**config.mk**
```make
export PLATFORM = sky130hd
export DESIGN_NAME = port_status_reg
export DESIGN_NICKNAME = d
export VERILOG_FILES = /design/src/rtl/port_status_reg.sv
export SDC_FILE = /design/constraint.sdc
export NUM_CORES = 1
export LEC_CHECK = 0
export BUFFER_PORTS_ARGS = -buffer_cell sky130_fd_sc_hd__buf_2
export CAP_MARGIN = 20
export CORE_UTILIZATION = 33
export DETAILED_ROUTE_END_ITERATION = 10
export SETUP_SLACK_MARGIN = 0.05
export SLEW_MARGIN = 20
export SYNTH_ARGS = -nofsm -noshare
export SYNTH_HDL_FRONTEND = slang
export SYNTH_SLANG_ARGS = --single-unit
export TNS_END_PERCENT = 30
```
**constraint.sdc**
```tcl
create_clock -name clk -period 1.7 [get_ports clk]
set_input_delay 0.17 -clock clk [delete_from_list [all_inputs] [get_ports clk]]
set_output_delay 0.17 -clock clk [all_outputs]
set_load 0.1 [all_outputs]
```
**src/rtl/port_status_reg.sv**
```systemverilog
module port_status_reg (
  input  logic        clk,
  input  logic        rst_n,
  input  logic        wr_en,
  input  logic [31:0] wr_data,
  output logic [31:0] rd_data,
  input  logic        hw_connect,
  input  logic        hw_enable,
  input  logic        hw_overcur,
  input  logic [3:0]  hw_speed,
  input  logic        hw_ls_vld,
  input  logic [3:0]  hw_ls,
  input  logic        hw_rst_done,
  input  logic        hw_cfg_err,
  input  logic        hw_cold_att,
  output logic        port_reset,
  output logic        warm_reset,
  output logic        pwr_en,
  output logic [1:0]  led_color
);
  localparam logic [3:0] LS_U0 = 4'd0, LS_U2 = 4'd2, LS_U3 = 4'd3, LS_DIS = 4'd4,
                         LS_INACT = 4'd6, LS_RESUME = 4'd15;

  logic       conn_q, en_q, oc_q, rst_q, warm_q, pwr_q, cas_q;
  logic [3:0] spd_q, ls_q, ls_d;
  logic [1:0] led_q;
  logic [2:0] wake_q;
  logic [6:0] chg_q, chg_set, chg_clr;
  logic       done, plc_hit;

  wire unused_wr = ^{wr_data[3:0], wr_data[13:10], wr_data[24], wr_data[30:28]};

  always_comb begin
    ls_d = ls_q;
    if (wr_en && wr_data[16]) ls_d = wr_data[8:5];
    if (hw_ls_vld) ls_d = hw_ls;
  end

  always_comb begin
    plc_hit = 1'b0;
    if (ls_d != ls_q)
      plc_hit = (ls_d == LS_INACT) ||
                (ls_q == LS_U3 && ls_d == LS_RESUME) ||
                (ls_q == LS_RESUME && ls_d == LS_U0) ||
                (ls_q == LS_U3 && ls_d == LS_U0) ||
                (ls_q == LS_U2 && ls_d == LS_U0) ||
                (ls_q == LS_U0 && ls_d == LS_DIS);
  end

  assign done    = rst_q && hw_rst_done;
  assign chg_set = {hw_cfg_err, plc_hit, done, hw_overcur ^ oc_q,
                    done && warm_q, hw_enable ^ en_q, hw_connect ^ conn_q};
  assign chg_clr = wr_en ? wr_data[23:17] : 7'd0;

  always_ff @(posedge clk) begin
    if (!rst_n) begin
      conn_q <= 1'b0; en_q <= 1'b0; oc_q <= 1'b0; spd_q <= 4'd0;
      ls_q <= 4'd0; chg_q <= 7'd0; rst_q <= 1'b0; warm_q <= 1'b0;
      cas_q <= 1'b0; pwr_q <= 1'b0; led_q <= 2'd0; wake_q <= 3'd0;
    end else begin
      conn_q <= hw_connect;
      en_q   <= hw_enable;
      oc_q   <= hw_overcur;
      spd_q  <= hw_speed;
      ls_q   <= ls_d;
      chg_q  <= (chg_q & ~chg_clr) | chg_set;
      if (done) begin
        rst_q  <= 1'b0;
        warm_q <= 1'b0;
        if (warm_q) cas_q <= 1'b0;
      end else if (wr_en && !rst_q && (wr_data[4] || wr_data[31])) begin
        rst_q  <= 1'b1;
        warm_q <= wr_data[31];
      end
      if (hw_cold_att) cas_q <= 1'b1;
      if (wr_en) begin
        pwr_q  <= wr_data[9];
        led_q  <= wr_data[15:14];
        wake_q <= wr_data[27:25];
      end
    end
  end

  assign rd_data = {warm_q, 3'b000, wake_q, cas_q, chg_q, 1'b0, led_q, spd_q,
                    pwr_q, ls_q, rst_q, oc_q, 1'b0, en_q, conn_q};
  assign port_reset = rst_q;
  assign warm_reset = warm_q;
  assign pwr_en     = pwr_q;
  assign led_color  = led_q;
endmodule


```
# Word-level counts from Yosys, hierarchy flattened
# Cells that the tools add are included.
[totals]
regBits = 27
latchBits = 0
ram_bits = 0
mem_bits_ro = 0
in_bits = 50
out_inout_bits = 37
memories = 0
[classes]
addsub = 0
n_mul = 0
n_div = 0
n_lt_le_gt_ge = 0
n_eq_ne = 7
shifts = 0
n_mux = 7
bitwise = 7
n_reduce_logical = 23
[op_table]
columns = ["op", "n"]
rows = [
  ["logical AND 1 bit", 10],
  ["equality test 4 x 2 -> 1 bit (second input constant)", 2],
  ["equality test 4 x 3 -> 1 bit (second input constant)", 2],
  ["equality test 4 bit (second input constant)", 2],
  ["zero test 4 bit", 2],
  ["two-way mux 4 bit", 2],
  ["bitwise AND 7 bit", 1],
  ["two-way mux 7 bit", 1],
  ["NOT 7 bit", 1],
  ["bitwise OR 7 bit", 1],
  ["logical OR 1 bit", 6],
  ["two-way mux 1 bit", 4],
  ["!= test 4 bit", 1],
  ["nonzero test 2 bit", 2],
  ["bitwise XOR 1 bit", 3],
  ["AND reduction 2 bit", 1],
  ["OR reduction 2 bit", 1],
  ["zero test 1 bit", 1],
  ["NOT 1 bit", 1],
]

# Depth between registers and ports, before layout
# Gate-level depths: netlist (run 1).
[depth]
depth_word = 12
ltp_mapped = 6
ltp_nobuf = 5

# Worst setup path before layout (run 1)
# OpenSTA, ideal clock, no wires.
[synth_timing]
path_type = "register -> register"
from = "register ls_q[3]"
to = "register chg_q[5]"
setup_time_ns = 0.088
t_arrival_ns = 1.987
required_ns = 1.612
path_slack_ns = -0.375
path_stages_with_launch = 6
path_buffers = 0
cell_sequence = "dfxtp_1 a21boi_2 o31ai_2 a2111oi_4 o32ai_1 nor4_2"
[synth_via]
elab_chain_cells = 11
elab_cells_between_ends = 23
classes_between = "eq/ne (7); mux (3); bitwise (1); reduce/logical (12)"
[synth_lines]
columns = ["element", "line_no", "source"]
rows = [
  ["start: declaration", "25", "logic [3:0] spd_q, ls_q, ls_d;"],
  ["start signal: assignment", "65", "ls_q <= ls_d;"],
  ["two-way mux 4 bit", "35", "if (wr_en && wr_data[16]) ls_d = wr_data[8:5];"],
  ["two-way mux 4 bit", "36", "if (hw_ls_vld) ls_d = hw_ls;"],
  ["equality test 4 bit", "43", "(ls_q == LS_U3 && ls_d == LS_RESUME) ||"],
  ["logical AND 1 bit", "43", ""],
  ["logical OR 1 bit", "42", "plc_hit = (ls_d == LS_INACT) ||"],
  ["logical OR 1 bit", "43", ""],
  ["logical OR 1 bit", "44", "(ls_q == LS_RESUME && ls_d == LS_U0) ||"],
  ["logical OR 1 bit", "45", "(ls_q == LS_U3 && ls_d == LS_U0) ||"],
  ["logical OR 1 bit", "46", "(ls_q == LS_U2 && ls_d == LS_U0) ||"],
  ["two-way mux 1 bit (*)", "41", "if (ls_d != ls_q)"],
  ["bitwise OR 7 bit (*)", "66", "chg_q <= (chg_q & ~chg_clr) | chg_set;"],
  ["end signal: assignment", "66", ""],
  ["end: declaration", "28", "logic [6:0] chg_q, chg_set, chg_clr;"],
]
# Mark *: on every way between the ends. The rest lies on a longest branch, timed or not.
# A chain may end at the register's enable or synchronous reset.

# Final worst setup path (run 1)
# Ends and elaborated chain as after synthesis.

==> metrics.csv, run 1 <==
stage,metric,value,unit
yosys,syn_area_per_cell,9.274,µm²
yosys,#FFs+latches synth,27,
clock_network,postcts setup bufs,0,
worst_setup_path,crit path DAT,1.68,ns
worst_setup_path,Critical Path RT,1.88,ns
final_layout,fillcell total,403,
timing,final setup skew,0.004869,ns
final_layout,Layout Nets,259,
die,Die Ht,66.49,µm
clock_network,clk slew on worst S/H paths,0.09,ns
routing,Vias,1183,
global_routing,largest net degree at the start of global routing,16,
yosys,Syn Inst Count,148,
yosys,Yosys top cell area share,0.3938,
timing,fin crit share,0.8854,
power,total power,0.001702,W
flow_run,Max Cap Viol,0,
global_routing,gr usage total,0.1336,
clock_network,worst-skew pair later-pin latency,0.27,ns
clock_network,TritonCTS clock tree,done,
final_layout,"commonest non-fill, non-tap cell in the layout",buf_2,
final_layout,area delta synth->final,23.97,%
timing,Rel. slew slack,0.6698,
global_routing,vias in the first global route,1073,
place,GPL Wtd Cong,0.7290,
worst_setup_path,Reg2Reg Depth,5,
clock_network,TritonCTS Buffers,3,
timing,Worst Hold Slack,0.09728,ns
timing,worst slew pin tran,0.4924,ns
worst_setup_path,CP Class,reg2reg,
timing,post-route setup TNS,0,ns
timing,max frequency,664.4,MHz
routing,number of iterations in the first detailed-routing pass,4,
worst_setup_path,R2R Setup Slk,0.19,ns
clock_network,hold_buf cts,0,
power,pwr/cell area,1000,nW/µm²
die,DIE AREA,4421,µm²
timing,final setup margin,0.1948,ns
die,core area,4000,µm²
yosys,Synth Warn #,0,
yosys,Unique masters post-synth,42,
final_layout,n_diodes,0,
clock_network,H-tree Lvls,1,
clock_network,clk sink count,27,
worst_setup_path,CP startpoint kind,flip-flop,
routing,DRT iter0 DRCs,73,
worst_setup_path,CP startpoint,ls_q[3],
die,Die X,66.49,µm
timing,final setup violation count,0,
routing,DRC,0,
power,maximum VDD drop,0.0005573,V
global_routing,first-pass GRT wire length,4533,µm
power,Pleak,0.8391,nW
yosys,Post-synth ARST share,0,
timing,max-slew violations,0,
place,DP Wirelength,2161,µm
worst_hold_path,Hold Path Cell Cnt,3,
final_layout,Finished Core Util,0.4254,
status,status,"finished, final reports clean",
yosys,post-synth top area cell,dfxtp_1,
timing,Final min period,1.505,ns
worst_setup_path,CP endpoint kind,flip-flop,
timing,RSZ-0062 raised after global routing,no,
clock_network,CTS Buffer Depth,2,
place,# port buffers,69,
global_routing,met2 usage,0.2143,
worst_setup_path,CP max FO,7,
yosys,synth top area cells,"dfxtp_1, buf_4, mux2i_1",
worst_setup_path,worst setup path endpoint,chg_q[5],
global_routing,initial antenna violation count,0,
die,row count,23,
yosys,Syn Std Cell Area,1373,µm²
die,Ports,87,
routing,WL per Instance,11.08,µm
routing,routed wire length,2859,µm
yosys,Post-synth EDFFs,0,
global_routing,met1 Use GR,0.1717,
worst_hold_path,Worst Hold Class,in2reg,
final_layout,most frequent cells in the layout,"buf_2, dfxtp_1, nor2_1",
yosys,Synth Flop Type,dfxtp_1,
global_routing,GR peak layer,met2,
worst_setup_path,RR Startpoint,ls_q[3],
routing,vias per inst,4.585,
clock_network,CTS resizes,0,
timing,Final Hold Vio Count,0,
routing,DRT antenna net count,0,
clock_network,root buf cell,clkbuf_8,
global_routing,grt ovf,0,
die,Starting Density,0.3431,
yosys,sequential share of the synthesized area,0.3938,
final_layout,share of layout cells above drive strength 1,0.4327,
worst_setup_path,FF-to-FF End,chg_q[5],
global_routing,met3 GRT Util,0.02397,
place,Setup WS pre-CTS,0.2223,ns
[where the power goes]
part	switching, W	internal [W]
clock	0.000195	0.000164
sequential	0.0000329	0.000673
combinational	0.000501	0.000137
total	0.000729	0.000973
[critical path: stages, from the launching register on]
cell	delay [ns]
dfxtp_4	0.38
a21boi_2	0.17
o31ai_2	0.39
a21boi_2	0.22
o32ai_1	0.09
nor4_2	0.16
[layout make-up]
| class | instances | area (µm²) | share of cell area |
|---|---|---|---|
| clock buffers | 3 | 41.29 | 0.02426 |
| clock inverters | 1 | 5.005 | 0.002941 |
| inverters | 2 | 7.507 | 0.004412 |
| multi-input cells | 103 | 668.1 | 0.3926 |
| flip-flops and latches | 27 | 549.3 | 0.3228 |
| well taps | 50 | 62.56 | 0.03676 |
| repair buffers | 72 | 367.9 | 0.2162 |
[registers in the layout (all words and copies together) (netlist names)]
| name | cells |
|---|---|
| chg_q | 7 |
| spd_q | 4 |
| port_reset | 1 |
| cas_q | 1 |
| warm_reset | 1 |
| wake_q | 3 |
| oc_q | 1 |
| conn_q | 1 |
| pwr_en | 1 |
| en_q | 1 |
| led_color | 2 |
| ls_q | 4 |
[routing by layer]
metal	wire, µm	part of all wire
met1	1393	0.49
met3	208	0.073
met4	48	0.017
met2	1209	0.42
met5	0	0
[per-stage QoR]
step / instance area, µm² / instances
3_3_place_gp: 1655 / 254
4_1_cts: 1702 / 258
3_5_place_dp: 1655 / 254
6_report: 1702 / 258
5_1_grt: 1702 / 258
2_1_floorplan: 1396 / 152
[logic make-up after synthesis]
kind of cell	count (synthesis)	share of synthesized area
buffers and inverters	22	0.1303
muxes	7	0.05105
and+or+nand+nor	53	0.1960
AOI/OAI and AO/OA	27	0.1559
xor gates and xnor gates	11	0.07020
other	1	0.002732
DFF	27	0.3938
[how the worst min path moves through the flow]
stage	startpoint	endpoint	slack (ns)
2_1_floorplan	hw_cold_att	cas_q	0.29
3_3_place_gp	hw_speed[1]	spd_q[1]	0.38
3_5_place_dp	hw_speed[1]	spd_q[1]	0.38
4_1_cts	hw_cold_att	cas_q	0.09
5_1_grt	hw_speed[2]	spd_q[2]	0.1
6_report	hw_cold_att	cas_q	0.1
[synth_stat cells (3+ instances only)]
| master | count |
|---|---|
| nand3_1 | 3 |
| dfxtp_1 | 27 |
| a21oi_1 | 9 |
| nand2_1 | 13 |
| xnor2_1 | 8 |
| xor2_1 | 3 |
| mux2i_1 | 7 |
| and2_1 | 8 |
| nor2_1 | 18 |
| o21ai_0 | 3 |
| buf_4 | 14 |
Note: power is estimated with default switching activity, not from simulation.
==> inputs of run 2 (changes only) <==
PLACE_DENSITY = 0.67   (was unset)
clock period = 1.3 ns   (was 1.7 ns; I/O delays follow)
==> run 2 against run 1 <==
Net effect:
- the flow now finishes with violations (setup timing)
- count of clock-buffer cells in the layout unchanged
- global-route usage grew 0.21 points
- clock skew is 0.0029 ns lower
- power grew 37%
- die area unchanged
- cell count rose by 5.4%
- non-clock buffer count is 14 higher
- largest power group unchanged
- routed wire length up 7.9%
- via count up 3.0%
- largest cell class unchanged
- first-iteration DRC count is 53% lower
==> metrics.csv, run 2 (synthesis results as in run 1) <==
stage,metric,value,unit,change
worst_setup_path,CP endpoint kind,flip-flop,,unchanged
die,row count,23,,unchanged
timing,final setup skew,0.001949,ns,was 0.004869 ns
final_layout,"commonest non-fill, non-tap cell in the layout",buf_2,,unchanged
clock_network,CTS Buffer Depth,2,,unchanged
die,core area,4000,µm²,unchanged
worst_setup_path,family with the most delay on the worst path,compound AO/OA/AOI/OAI gates,,unchanged
clock_network,H-tree Lvls,1,,unchanged
clock_network,clk slew on worst S/H paths,0.10,ns,was 0.09 ns
status,status,"complete, but fails checks",,"was finished, final reports clean"
final_layout,number of flip-flops under the largest register name,7,,unchanged
timing,fin crit share,1.112,,was 0.8854
place,# port buffers,69,,unchanged
global_routing,gr usage total,0.1357,,was 0.1336
final_layout,Finished Layout Cells,272,,was 258
worst_setup_path,crit path DAT,1.63,ns,was 1.68 ns
global_routing,largest net degree at the start of global routing,17,,was 16
flow_run,Max Cap Viol,0,,unchanged
final_layout,Top Registers,"chg_q (7), ls_q (4), spd_q (4)",,unchanged
routing,WL per Instance,11.34,µm,was 11.08 µm
worst_setup_path,CP startpoint kind,flip-flop,,unchanged
worst_setup_path,CP max FO,3,,was 7
timing,Final Hold Vio Count,0,,unchanged
global_routing,vias in the first global route,1037,,was 1073
power,Pleak,0.9262,nW,was 0.8391 nW
routing,DRT antenna net count,0,,unchanged
place,Placed Instances,268,,was 254
timing,max-slew violations,0,,unchanged
routing,vias per inst,4.478,,was 4.585
power,Psw,0.0009874,W,was 0.0007291 W
final_layout,Layout Nets,273,,was 259
timing,final setup margin,-0.1457,ns,was 0.1948 ns
worst_setup_path,Critical Path Slowest Stage Cell,dfxtp_4,,was o31ai_2
final_layout,share of layout cells above drive strength 1,0.4820,,was 0.4327
final_layout,fillcell total,407,,was 403
die,DIE AREA,4421,µm²,unchanged
clock_network,root buf cell,clkbuf_8,,unchanged
power,net switching fraction of the power,0.4247,,was 0.4283
power,part of the power in registers,0.394,,was 0.414
timing,final setup violation count,1,,was 0
worst_setup_path,WP buf/inv,1,,was 0
place,GPL Wtd Cong,0.8042,,was 0.7290
timing,RSZ-0062 raised after global routing,yes,,was no
die,Starting Density,0.3431,,unchanged
clock_network,clk sink count,27,,unchanged
worst_hold_path,Worst Hold Class,in2reg,,unchanged
routing,Vias,1218,,was 1183
power,total power,0.002325,W,was 0.001702 W
timing,Final min period,1.446,ns,was 1.505 ns
clock_network,worst-skew pair later-pin latency,0.27,ns,about the same
final_layout,most frequent cells in the layout,"buf_2, dfxtp_1, nor2_1, buf_4, nand2_1",,"was buf_2, dfxtp_1, nor2_1"
clock_network,postcts setup bufs,0,,unchanged
global_routing,initial antenna violation count,0,,unchanged
status,violations in the final reports,setup timing,,
clock_network,TritonCTS clock tree,done,,unchanged
worst_setup_path,Critical Path RT,1.48,ns,was 1.88 ns
timing,post-route setup TNS,-0.1457,ns,was 0 ns
die,Die X,66.49,µm,unchanged
timing,Worst Hold Slack,0.05677,ns,was 0.09728 ns
final_layout,area delta synth->final,37.37,%,was 23.97%
clock_network,TritonCTS Buffers,3,,unchanged
worst_setup_path,CP Class,reg2reg,,unchanged
power,Clk pwr share,0.211,,about the same
global_routing,grt ovf,0,,unchanged
timing,max frequency,691.7,MHz,was 664.4 MHz
global_routing,first-pass GRT wire length,4602,µm,was 4533 µm
routing,number of iterations in the first detailed-routing pass,4,,unchanged
routing,DRC,0,,unchanged
die,Die Ht,66.49,µm,unchanged
place,DP Wirelength,2396,µm,was 2161 µm
routing,DRT iter0 DRCs,34,,was 73
final_layout,n_diodes,0,,unchanged
worst_setup_path,CP peak stage delay,0.35,ns,was 0.39 ns
power,Comb power frac,0.394,,was 0.375
die,Ports,87,,unchanged
power,pwr/cell area,1233,nW/µm²,was 1000 nW/µm²
power,maximum VDD drop,0.0007217,V,was 0.0005573 V
power,Int Power,0.001338,W,was 0.0009733 W
place,Setup WS pre-CTS,-0.1484,ns,was 0.2223 ns
routing,routed wire length,3084,µm,was 2859 µm
final_layout,largest register by flop count,chg_q,,unchanged
worst_setup_path,crit-path cells,a21boi_4 > o31ai_2 > buf_4 > a2111oi_4 > o32ai_2 > nor4_2,,was a21boi_2 > o31ai_2 > a21boi_2 > o32ai_1 > nor4_2
run 2: changes by cell type in the layout (fill, tap and decap cells not counted), moves of 2 or more:
cell      before  now
buf_12         0    3
buf_2         69   62
buf_4          3   18
clkbuf_4       0    3
dfxtp_1       22   20
dfxtp_4        1    3
run 2: final timing paths:
kind | endpoint | depth (start not counted) | from | slack [ns]
worst max-delay path | chg_q[5] | 6 | ls_q[3] | -0.15
worst min-delay path | cas_q | 3 | hw_cold_att | 0.06
worst max register to register | chg_q[5] | 6 | ls_q[3] | -0.15
worst min register to register | chg_q[2] | 2 | chg_q[2] | 0.47
run 2: worst register-to-register path, delay by kind of cell (launching register included):
kind	cells	cell delay, ns
compound gates	4	0.71
buf+inv	1	0.15
flops	1	0.35
simple gates	1	0.14
run 2: metal layers:
layer | global-route usage | routed length, µm
met4 | 0.03191 | 18
met2 | 0.2207 | 1477
met5 | 0 | 0
met3 | 0.02740 | 155
met1 | 0.1828 | 1433
run 2: cell type report:
type                    count  area [µm²]  share of cell area
multi-input cells         103       683.2              0.3623
flip-flops and latches     27       556.8              0.2953
repair buffers             86       528.0              0.2800
well taps                  50       62.56             0.03318
clock buffers               3       41.29             0.02190
inverters                   2       7.507            0.003981
clock inverters             1       6.256            0.003318
run 2: power by group through the flow:
stage          sequential [W]  combinational, W  clock, W
4_1_cts              0.000917          0.000910  0.000524
6_report             0.000917          0.000917  0.000491
2_1_floorplan         0.00125          0.000419         0
5_1_grt              0.000924          0.000964  0.000543
3_5_place_dp         0.000935          0.000909         0
3_3_place_gp         0.000934          0.000903         0
run 2: timing repair:
item / 4_1_cts / 5_1_grt
resized for setup: 1 / 5
hold buffers: 0 / 0
endpoints found under the setup margin: 3 / 5
pin swaps: 1 / 0
run 2: metrics by stage:
| step | area [µm²] | util |
|---|---|---|
| finish | 1886 | 0.4714 |
| global route | 1886 | 0.4714 |
| CTS | 1863 | 0.4657 |
| detailed placement | 1813 | 0.4532 |
| global placement | 1813 | 0.4532 |
| floorplan | 1404 | - |
==> inputs of run 3 (changes only) <==
ABC_AREA = 1   (was unset)
PLACE_DENSITY = 0.68   (was 0.67)
==> run 3 against run 2 <==
Net effect:
- the flow now finishes without violations
- die area shrank 5.0%
- non-clock buffer count is 12 lower
- via count up 11%
- maximum frequency rose by 18%
- first-iteration DRC count down 12%
- largest cell class unchanged
- critical path type is now reg2out
- clock skew decreased by 0.0013 ns
==> metrics.csv, run 3 <==
stage,metric,value,unit,change
status,status,"finished, final reports clean",,"was complete, but fails checks"
worst_setup_path,crit path DAT,1.10,ns,was 1.63 ns
timing,Final min period,1.230,ns,was 1.446 ns
yosys,syn_area_per_cell,6.959,µm²,was 9.274 µm²
yosys,Syn Std Cell Area,1301,µm²,was 1373 µm²
global_routing,vias in the first global route,1203,,was 1037
yosys,Post-synth EDFFs,0,,unchanged
final_layout,largest register by flop count,chg_q,,unchanged
yosys,Unique masters post-synth,21,,was 42
timing,max frequency,812.8,MHz,was 691.7 MHz
yosys,top-count cell post-synth,nand2_1,,was dfxtp_1
place,GPL Wtd Cong,0.8682,,was 0.8042
clock_network,TritonCTS Buffers,3,,unchanged
global_routing,largest net degree at the start of global routing,15,,was 17
routing,DRT iter0 DRCs,30,,was 34
global_routing,grt ovf,0,,unchanged
clock_network,TritonCTS clock tree,done,,unchanged
clock_network,clk sink count,27,,unchanged
flow_run,Max Cap Viol,0,,unchanged
worst_setup_path,CP max FO,6,,was 3
power,total power,0.002291,W,was 0.002325 W
clock_network,hold_buf cts,0,,unchanged
final_layout,Top Registers,"chg_q (7), ls_q (4), spd_q (4)",,unchanged
final_layout,"commonest non-fill, non-tap cell in the layout",buf_2,,unchanged
place,DP Wirelength,2307,µm,was 2396 µm
final_layout,Finished Layout Cells,299,,was 272
power,Psw,0.001014,W,was 0.0009874 W
clock_network,root buf cell,clkbuf_8,,unchanged
worst_setup_path,CP Class,reg2out,,was reg2reg
die,core area,3716,µm²,was 4000 µm²
yosys,Post-synth ARST share,0,,unchanged
power,maximum VDD drop,0.0006085,V,was 0.0007217 V
place,placed inst area,1629,µm²,was 1813 µm²
die,Die Ht,64.80,µm,was 66.49 µm
power,Comb power frac,0.393,,was 0.394
global_routing,initial antenna violation count,0,,unchanged
die,Die X,64.80,µm,was 66.49 µm
power,Clk pwr share,0.204,,was 0.211
final_layout,n_diodes,0,,unchanged
routing,number of iterations in the first detailed-routing pass,4,,unchanged
timing,final setup violation count,0,,was 1
worst_hold_path,Worst Hold Class,in2reg,,unchanged
global_routing,gr usage total,0.1502,,was 0.1357
power,net switching fraction of the power,0.4425,,was 0.4247
die,Starting Density,0.3502,,was 0.3431
final_layout,area delta synth->final,31.92,%,was 37.37%
worst_setup_path,CP endpoint kind,primary output,,was flip-flop
yosys,Synth Warn #,0,,unchanged
power,Pleak,0.9613,nW,was 0.9262 nW
die,row count,22,,was 23
timing,final setup skew,0.0006113,ns,was 0.001949 ns
final_layout,Layout Nets,302,,was 273
final_layout,fillcell total,417,,was 407
place,Placed Instances,293,,was 268
final_layout,number of flip-flops under the largest register name,7,,unchanged
worst_setup_path,crit-path cells,buf_2,,was a21boi_4 > o31ai_2 > buf_4 > a2111oi_4 > o32ai_2 > nor4_2
final_layout,most frequent cells in the layout,"buf_2, nand2_1, nor2_1",,"was buf_2, dfxtp_1, nor2_1, buf_4, nand2_1"
yosys,sequential share of the synthesized area,0.4154,,was 0.3938
clock_network,worst-skew pair later-pin latency,0.26,ns,was 0.27 ns
power,Int Power,0.001277,W,was 0.001338 W
timing,RSZ-0062 raised after global routing,yes,,unchanged
yosys,synth top area cells,"dfxtp_1, nand2_1, buf_4",,"was dfxtp_1, buf_4, mux2i_1"
power,part of the power in registers,0.404,,was 0.394
routing,Vias,1355,,was 1218
routing,vias per inst,4.532,,was 4.478
yosys,Post-synth top cells,"nand2_1, dfxtp_1, nor2_1",,"was dfxtp_1, nor2_1, buf_4"
worst_setup_path,family with the most delay on the worst path,buffers and inverters,,was compound AO/OA/AOI/OAI gates
yosys,#FFs+latches synth,27,,unchanged
final_layout,share of layout cells above drive strength 1,0.3944,,was 0.4820
die,Ports,87,,unchanged
yosys,Synth Flop Type,dfxtp_1,,unchanged
routing,DRT antenna net count,0,,unchanged
timing,Final Hold Vio Count,0,,unchanged
power,pwr/cell area,1335,nW/µm²,was 1233 nW/µm²
worst_setup_path,CP peak stage delay,0.44,ns,was 0.35 ns
timing,max-slew violations,0,,unchanged
yosys,Syn Inst Count,187,,was 148
worst_setup_path,WP buf/inv,1,,unchanged
place,# port buffers,69,,unchanged
yosys,post-synth top area cell,dfxtp_1,,unchanged
clock_network,CTS Buffer Depth,2,,unchanged
worst_setup_path,Critical Path RT,1.17,ns,was 1.48 ns
routing,routed wire length,3013,µm,was 3084 µm
global_routing,first-pass GRT wire length,4974,µm,was 4602 µm
routing,WL per Instance,10.08,µm,was 11.34 µm
final_layout,Finished Core Util,0.4620,,was 0.4714
worst_setup_path,CP startpoint kind,flip-flop,,unchanged
routing,DRC,0,,unchanged
die,DIE AREA,4198,µm²,was 4421 µm²
final_layout,design area,1717,µm²,was 1886 µm²
timing,fin crit share,0.9464,,was 1.112
clock_network,H-tree Lvls,1,,unchanged
clock_network,clk slew on worst S/H paths,0.09,ns,was 0.10 ns
yosys,Yosys top cell area share,0.4154,,was 0.3938
worst_setup_path,Critical Path Slowest Stage Cell,buf_2,,was dfxtp_4
==> run 3: cell types whose count changed after synthesis, sizes merged, moves of 3 or more <==
cell    change
buf         -4
a21boi      -3
or2         +3
mux2i       -6
nand3      +12
xnor2       -5
nand2      +47
and2        -8
o21ai       +3
inv        +14
xor2        -3
nor2        +6
==> run 3: kinds of logic (layout without fill, tap and decap cells) <==
logic type,after synthesis,count (layout),synth area share
flops,27,27,0.4154
compound gates,17,17,0.06827
xor+xnor,3,3,0.02020
other cells,1,5,0.002882
simple gates,105,105,0.3471
mux,1,1,0.007693
buf+inv,33,93,0.1385
==> run 3: area by class of cell <==
class / count / area [µm²] / area share
clock buffer: 4 / 45.04 / 0.02624
tap: 48 / 60.06 / 0.03499
timing repair buffer: 74 / 387.9 / 0.2259
inverter: 15 / 56.30 / 0.03280
multi-input combinational: 131 / 608.1 / 0.3542
sequential: 27 / 559.3 / 0.3258
==> run 3: per-stage QoR <==
stage | setup TNS (ns) | worst slack [ns] | hold slack (ns)
4_1_cts | 0 | 0.05446 | 0.02954
3_3_place_gp | 0 | 0.1278 | 0.3112
2_1_floorplan | -0.5498 | -0.1991 | 0.2235
6_report | 0 | 0.06965 | 0.03910
3_5_place_dp | 0 | 0.1141 | 0.3161
5_1_grt | -0.01460 | -0.01460 | 0.03132
==> run 3: power groups by stage <==
stage	combinational (W)	clock [W]	sequential [W]
finish	0.000899	0.000467	0.000924
detailed placement	0.000890	0	0.000947
CTS	0.000892	0.000494	0.000928
global placement	0.000886	0	0.000945
global route	0.000951	0.000535	0.000933
floorplan	0.000409	0	0.00130
==> run 3: path summary, 6_finish.rpt <==
kind | startpoint | to | slack, ns | cells past startpoint
setup / recovery | port_reset | rd_data[4] | 0.07 | 1
hold / removal | hw_speed[0] | spd_q[0] | 0.04 | 3
setup reg to reg | ls_q[0] | chg_q[5] | 0.16 | 8
hold reg to reg | chg_q[1] | chg_q[1] | 0.46 | 2
==> run 3: repair_timing <==
action	4_1_cts	5_1_grt
endpoints found under the setup margin	1	6
buffers inserted	0	2
gates cloned	0	0
gates resized for setup	1	9
pin swaps	0	2
==> run 3: per-layer routing <==
metal  GRT usage  wire length, µm
met1      0.1819             1399
met2      0.2591             1395
met3     0.03345              195
met5           0                0
met4     0.05000               23
